==> config.mk <==
export PLATFORM = sky130hd
export DESIGN_NAME = tg_start_delay
export DESIGN_NICKNAME = d
export VERILOG_FILES = /design/src/rtl/tgsd_pkg.sv /design/src/rtl/tgsd_edge.sv /design/src/rtl/tgsd_refsel.sv /design/src/rtl/tgsd_seq.sv /design/src/rtl/tg_start_delay.sv
export SDC_FILE = /design/constraint.sdc
export NUM_CORES = 1
export LEC_CHECK = 0
export BUFFER_PORTS_ARGS = -buffer_cell sky130_fd_sc_hd__buf_4
export CAP_MARGIN = 30
export CORE_UTILIZATION = 57
export CTS_CLUSTER_DIAMETER = 120
export DETAILED_ROUTE_END_ITERATION = 10
export PLACE_DENSITY_LB_ADDON = 0.05
export SKIP_LAST_GASP = 1
export SYNTH_ARGS = -nofsm -noshare
export SYNTH_HDL_FRONTEND = slang
export SYNTH_SLANG_ARGS = --single-unit
==> constraint.sdc <==
create_clock -name clk -period 4.3 [get_ports clk]
set_input_delay 0.43 -clock clk [delete_from_list [all_inputs] [get_ports clk]]
set_output_delay 0.43 -clock clk [all_outputs]
set_load 0.01 [all_outputs]
==> src/rtl/tgsd_pkg.sv <==
package tgsd_pkg;

  // Sequencer phase
  typedef enum logic [1:0] {
    PH_IDLE   = 2'd0,
    PH_LINES  = 2'd1,
    PH_PIXELS = 2'd2
  } phase_t;

  // Customary reset values of the delay registers held outside this block
  localparam int unsigned H_DLY_RESET = 61;
  localparam int unsigned V_DLY_RESET = 3;

  // Number of clock edges from the sampling edge of the anchor to the edge
  // that raises the start strobe, for a pixel delay d
  function automatic int unsigned start_latency(input int unsigned d);
    return d + 2;
  endfunction

endpackage

==> src/rtl/tgsd_edge.sv <==
module tgsd_edge (
  input  logic clk,
  input  logic rst_n,
  input  logic lvl_i,
  output logic rise_o
);

  logic samp_q;
  logic hist_q;

  always_ff @(posedge clk or negedge rst_n) begin
    if (!rst_n) begin
      samp_q <= 1'b0;
      hist_q <= 1'b0;
    end else begin
      samp_q <= lvl_i;
      hist_q <= samp_q;
    end
  end

  assign rise_o = samp_q & ~hist_q;

endmodule

==> src/rtl/tgsd_refsel.sv <==
module tgsd_refsel #(
  parameter int unsigned N_REF = 2
) (
  input  logic             clk,
  input  logic             rst_n,
  input  logic             embedded_i,
  input  logic [N_REF-1:0] lvl_i,
  input  logic [N_REF-1:0] stb_i,
  output logic [N_REF-1:0] evt_o
);

  logic [N_REF-1:0] lvl_rise;
  logic [N_REF-1:0] stb_q;
  logic             mode_q;

  generate
    for (genvar g = 0; g < N_REF; g++) begin : g_ch
      tgsd_edge u_edge (
        .clk    (clk),
        .rst_n  (rst_n),
        .lvl_i  (lvl_i[g]),
        .rise_o (lvl_rise[g])
      );
    end
  endgenerate

  // Strobes and mode take one register so both sources share the same latency
  always_ff @(posedge clk or negedge rst_n) begin
    if (!rst_n) begin
      stb_q  <= '0;
      mode_q <= 1'b0;
    end else begin
      stb_q  <= stb_i;
      mode_q <= embedded_i;
    end
  end

  assign evt_o = mode_q ? stb_q : lvl_rise;

endmodule

==> src/rtl/tgsd_seq.sv <==
module tgsd_seq
  import tgsd_pkg::*;
#(
  parameter int unsigned H_W = 13,
  parameter int unsigned V_W = 11
) (
  input  logic           clk,
  input  logic           rst_n,
  input  logic           h_evt_i,
  input  logic           v_evt_i,
  input  logic [H_W-1:0] h_dly_i,
  input  logic [V_W-1:0] v_dly_i,
  output logic           start_o,
  output phase_t         phase_o,
  output logic [V_W-1:0] lines_o,
  output logic [H_W-1:0] pix_o,
  output logic           anchor_o,
  output logic           fire_o
);

  phase_t         phase_q;
  logic [V_W-1:0] lines_q;
  logic [H_W-1:0] pix_q;
  logic           start_q;

  logic           v_accept;
  logic           armed;
  logic [V_W-1:0] lines_eff;
  logic           anchor;
  logic           fire;

  function automatic logic [V_W-1:0] lines_after(input logic [V_W-1:0] rem,
                                                 input logic          hit);
    return hit ? rem - V_W'(1) : rem;
  endfunction

  function automatic logic [H_W-1:0] pix_after(input logic [H_W-1:0] rem);
    return rem - H_W'(1);
  endfunction

  assign v_accept  = (phase_q == PH_IDLE) && v_evt_i;
  assign armed     = v_accept || (phase_q == PH_LINES);
  assign lines_eff = v_accept ? v_dly_i : lines_q;
  assign anchor    = armed && h_evt_i && (lines_eff == '0);
  assign fire      = (phase_q == PH_PIXELS) && (pix_q == '0);

  always_ff @(posedge clk or negedge rst_n) begin
    if (!rst_n) begin
      phase_q <= PH_IDLE;
      lines_q <= '0;
      pix_q   <= '0;
      start_q <= 1'b0;
    end else begin
      start_q <= fire;
      unique case (phase_q)
        PH_IDLE, PH_LINES: begin
          if (anchor) begin
            phase_q <= PH_PIXELS;
            pix_q   <= h_dly_i;
          end else if (armed) begin
            phase_q <= PH_LINES;
            lines_q <= lines_after(lines_eff, h_evt_i);
          end
        end
        PH_PIXELS: begin
          if (fire) phase_q <= PH_IDLE;
          else      pix_q   <= pix_after(pix_q);
        end
        default: phase_q <= PH_IDLE;
      endcase
    end
  end

  assign start_o  = start_q;
  assign phase_o  = phase_q;
  assign lines_o  = lines_q;
  assign pix_o    = pix_q;
  assign anchor_o = anchor;
  assign fire_o   = fire;

endmodule

==> src/rtl/tg_start_delay.sv <==
module tg_start_delay
  import tgsd_pkg::*;
#(
  parameter int unsigned H_W = 13,
  parameter int unsigned V_W = 11
) (
  input  logic           clk,
  input  logic           rst_n,
  input  logic           embedded_i,
  input  logic           hs_i,
  input  logic           vs_i,
  input  logic           eav_stb_i,
  input  logic           lmatch_stb_i,
  input  logic [H_W-1:0] h_delay_i,
  input  logic [V_W-1:0] v_delay_i,
  output logic           start_o
);

  localparam int unsigned REF_H = 0;
  localparam int unsigned REF_V = 1;

  logic [1:0]     ref_evt;
  logic           h_evt_w;
  logic           v_evt_w;
  phase_t         phase_w;
  logic [V_W-1:0] lines_w;
  logic [H_W-1:0] pix_w;
  logic           anchor_w;
  logic           fire_w;

  tgsd_refsel #(.N_REF(2)) u_refsel (
    .clk        (clk),
    .rst_n      (rst_n),
    .embedded_i (embedded_i),
    .lvl_i      ({vs_i, hs_i}),
    .stb_i      ({lmatch_stb_i, eav_stb_i}),
    .evt_o      (ref_evt)
  );

  assign h_evt_w = ref_evt[REF_H];
  assign v_evt_w = ref_evt[REF_V];

  tgsd_seq #(.H_W(H_W), .V_W(V_W)) u_seq (
    .clk      (clk),
    .rst_n    (rst_n),
    .h_evt_i  (h_evt_w),
    .v_evt_i  (v_evt_w),
    .h_dly_i  (h_delay_i),
    .v_dly_i  (v_delay_i),
    .start_o  (start_o),
    .phase_o  (phase_w),
    .lines_o  (lines_w),
    .pix_o    (pix_w),
    .anchor_o (anchor_w),
    .fire_o   (fire_w)
  );

endmodule

==> results.yml <==
power:
  seqPwrFrac_pct: 42.6
  swShare_pct: 34.28
  p_sw_uw: 379.4
  combPwrFrac_pct: 31.0
  p_int_uw: 727.3
  clockPowerShare_pct: 26.4
  powerDensity_nw_per_um2: 426.7
  p_total_uw: 1107
  peakVddDrop_mv: 0.3194
  p_leak_uw: 0.001072
synth:
  synth_cells: 241
  synth_edf_count: 0
  netlist_area_um2: 2211
  syn_avg_cell_area_um2: 9.174
  ys_seq_area_share_pct: 38.48
  yosys_register_bits: 34
  synth_top_flop_cell: "dfrtp_1"
  synth_warnings: 0
  post_synth_num_cell_types: 57
  async_reset_ff_share_pct: 100.0
  syn_nets: 275
min_path:
  hold_path_class: "in2async"
critical_path:
  critPathBufInv: 0
  arrival_ns: 3.59
  cp_top_family: "compound AO/OA/AOI/OAI gates"
  cp.depth: 9
  cp-end-kind: "register"
  critical_path.max_stage_delay_ns: 0.60
  crit_type: "reg2reg"
  required_ns: 4.47
  path_cells: "and2_1 > o21ai_2 > mux2i_1 > ha_1 > a21boi_4 > nand3_4 > or3_1 > o21ai_4 > mux2_4"
  r2r_cells: 9
  cp_max_fo: 15
  critPathLaunchType: "register"
  crit_slowest_cell: "o21ai_2"
routing:
  drc: 0
  firstDrtPassIters: 4
  detail-route-antenna-nets: 0
  first_iter_violations: 190
  viasPerCell: 6.115
  wl_per_cell_um: 15.11
  vias: 1969
  wl_um: 4864
grt:
  grt_max_degree: 35
  grt_pass1_wl_um: 8466
  grt_overflow: 0
  grt_pass1_vias: 1862
  grt_use_total_pct: 26.64
  antenna_found_initial: 0
layout:
  utilization_pct: 70.32
  regArea_um2: 850.8
  drive_gt1_share_pct: 21.53
  layout_common_cells: "buf_4, dfrtp_1, a21oi_1, nand2_1, o21ai_0"
  area_growth_pct: 17.32
  nets: 307
  stdcell_area_um2: 2594
  fillers: 307
  n_antenna_cell: 0
  stdcell_count: 322
  multiInputGateArea_um2: 1303
cts:
  ctsResizeCount: 0
  clock_sinks: 34
  clock_latency_ns: 0.29
  root_buffer: "clkbuf_8"
  clk_pin_slew_worst_paths_ns: 0.07
  tritoncts: "yes"
  clk_path_buf_depth: 2
  cts_setup_buffers: 0
  ctsHoldBuffers: 0
  cts_inserted_buffers: 5
  htreeDepth: 2
floorplan:
  die_area_um2: 4132
  rows: 22
  die_h_um: 64.28
  die_x_um: 64.28
  io_pins: 32
  start_util_pct: 59.94
  core_um2: 3689
sta:
  tightest_slew_ns: 0.7668
  fin_crit_sh_pct: 79.51
  timing.fmax_ghz: 0.2925
  min_period_ns: 3.419
  slew_viol_final: 0
  slew_headroom_pct: 48.57
  rsz0062_at_grt: "no"
  final_hold_viol_count: 0
  finalSetupViolations: 0
  tns_ns: 0
  fin_skew_ns: 0.006656
placed_design:
  postPlaceCellArea_um2: 2484
  dp.cells: 314
  hpwlAfterDp_um: 3474
  gp_congestion: 0.8823
  portBuffers: 31
flow_run:
  maxCapViolCount: 0
run_status:
  status: "completed"
-- worst reg2reg max path: cells and delay by family, from the launching register on --
family | cells | cell delay [ns]
and+or+nand+nor | 3 | 0.97
muxes | 2 | 0.68
DFF | 1 | 0.42
adders and majority gates | 1 | 0.19
AOI/OAI and AO/OA | 3 | 1.06
-- power by group through the flow --
stage | registers (uW) | logic, uW | clock network (uW)
final | 471 | 343 | 292
after global routing | 481 | 381 | 315
after CTS | 467 | 343 | 298
after detailed placement | 473 | 341 | 0
after global placement | 474 | 331 | 0
after floorplan | 448 | 264 | 0
-- final timing paths --
kind	start	slack [ns]	to
setup / recovery	u_refsel.mode_q	0.88	u_seq.lines_o[1]
hold / removal	rst_n	0.08	u_seq.lines_o[5]
setup reg to reg	u_refsel.mode_q	0.88	u_seq.lines_o[1]
hold reg to reg	u_refsel.g_ch[0].u_edge.samp_q	0.38	u_refsel.g_ch[0].u_edge.hist_q
max in group asynchronous	rst_n	3.91	u_seq.pix_o[8]
min in group clk	embedded_i	0.25	u_refsel.mode_q
-- area by class of cell --
cell class,count,area share [%]
Multi-Input combinational cell,194,50.22
Sequential cell,34,32.80
Clock buffer,6,2.798
Tap cell,48,2.315
Clock inverter,2,1.447
Inverter,4,0.5789
Timing Repair Buffer,34,9.841
-- state kept, by name, indices dropped and copies added, names as in the netlist --
| name | count |
|---|---|
| u_seq.pix_o | 13 |
| u_seq.lines_o | 11 |
| u_refsel.g_ch.u_edge.hist_q | 2 |
| u_refsel.g_ch.u_edge.samp_q | 2 |
| u_refsel.stb_q | 2 |
| u_seq.phase_o | 2 |
| u_refsel.mode_q | 1 |
| u_seq.start_o | 1 |
-- cells by family after synthesis --
kind of cell / count (synthesis) / synth area share (%)
xor gates and xnor gates: 7 / 2.773
DFF: 34 / 38.48
and+or+nand+nor: 91 / 24.00
muxes: 11 / 5.885
buffers and inverters: 13 / 2.716
adders and majority gates: 3 / 1.698
AOI/OAI and AO/OA: 82 / 24.45
-- routing by layer --
metal,wire length (um),up-vias,global-route usage (%)
met3,231,8,5.714
li1,-,977,-
met1,2335,926,36.64
met4,62,0,8.889
met5,0,-,0
met2,2234,58,41.45
-- Yosys cell counts (2+ instances only) --
cell type / instances / area [um^2]
nand2_1: 23 / 86.33
nor4b_1: 2 / 17.52
o31ai_1: 2 / 15.01
ha_1: 3 / 37.54
nor4_1: 8 / 50.05
o21ai_0: 19 / 95.09
mux2_4: 3 / 45.04
nor3b_1: 2 / 15.01
nand3_1: 9 / 45.04
nand4b_1: 3 / 26.28
buf_2: 3 / 15.01
or4_4: 2 / 22.52
nor2b_1: 2 / 12.51
clkbuf_1: 5 / 18.77
mux2i_1: 6 / 60.06
nand2b_1: 8 / 50.05
a211oi_1: 2 / 15.01
o32ai_1: 2 / 17.52
nor3_1: 5 / 25.02
nor2_1: 12 / 45.04
inv_1: 4 / 15.01
xor2_1: 5 / 43.79
a211o_1: 2 / 17.52
xnor2_1: 2 / 17.52
a21oi_1: 31 / 155.2
dfrtp_1: 34 / 850.8
o22ai_1: 4 / 25.02
o211ai_1: 3 / 22.52
or3_1: 6 / 37.54
o22a_1: 2 / 17.52
-- per-stage QoR --
stage,hold WS (ns),worst slack [ns]
floorplan,0.1344,1.248
CTS,0.09719,0.9072
global placement,0.3698,1.043
global route,0.1135,0.7178
finish,0.08284,0.8810
detailed placement,0.3720,0.9299
Note: power is estimated with default switching activity, not from simulation.
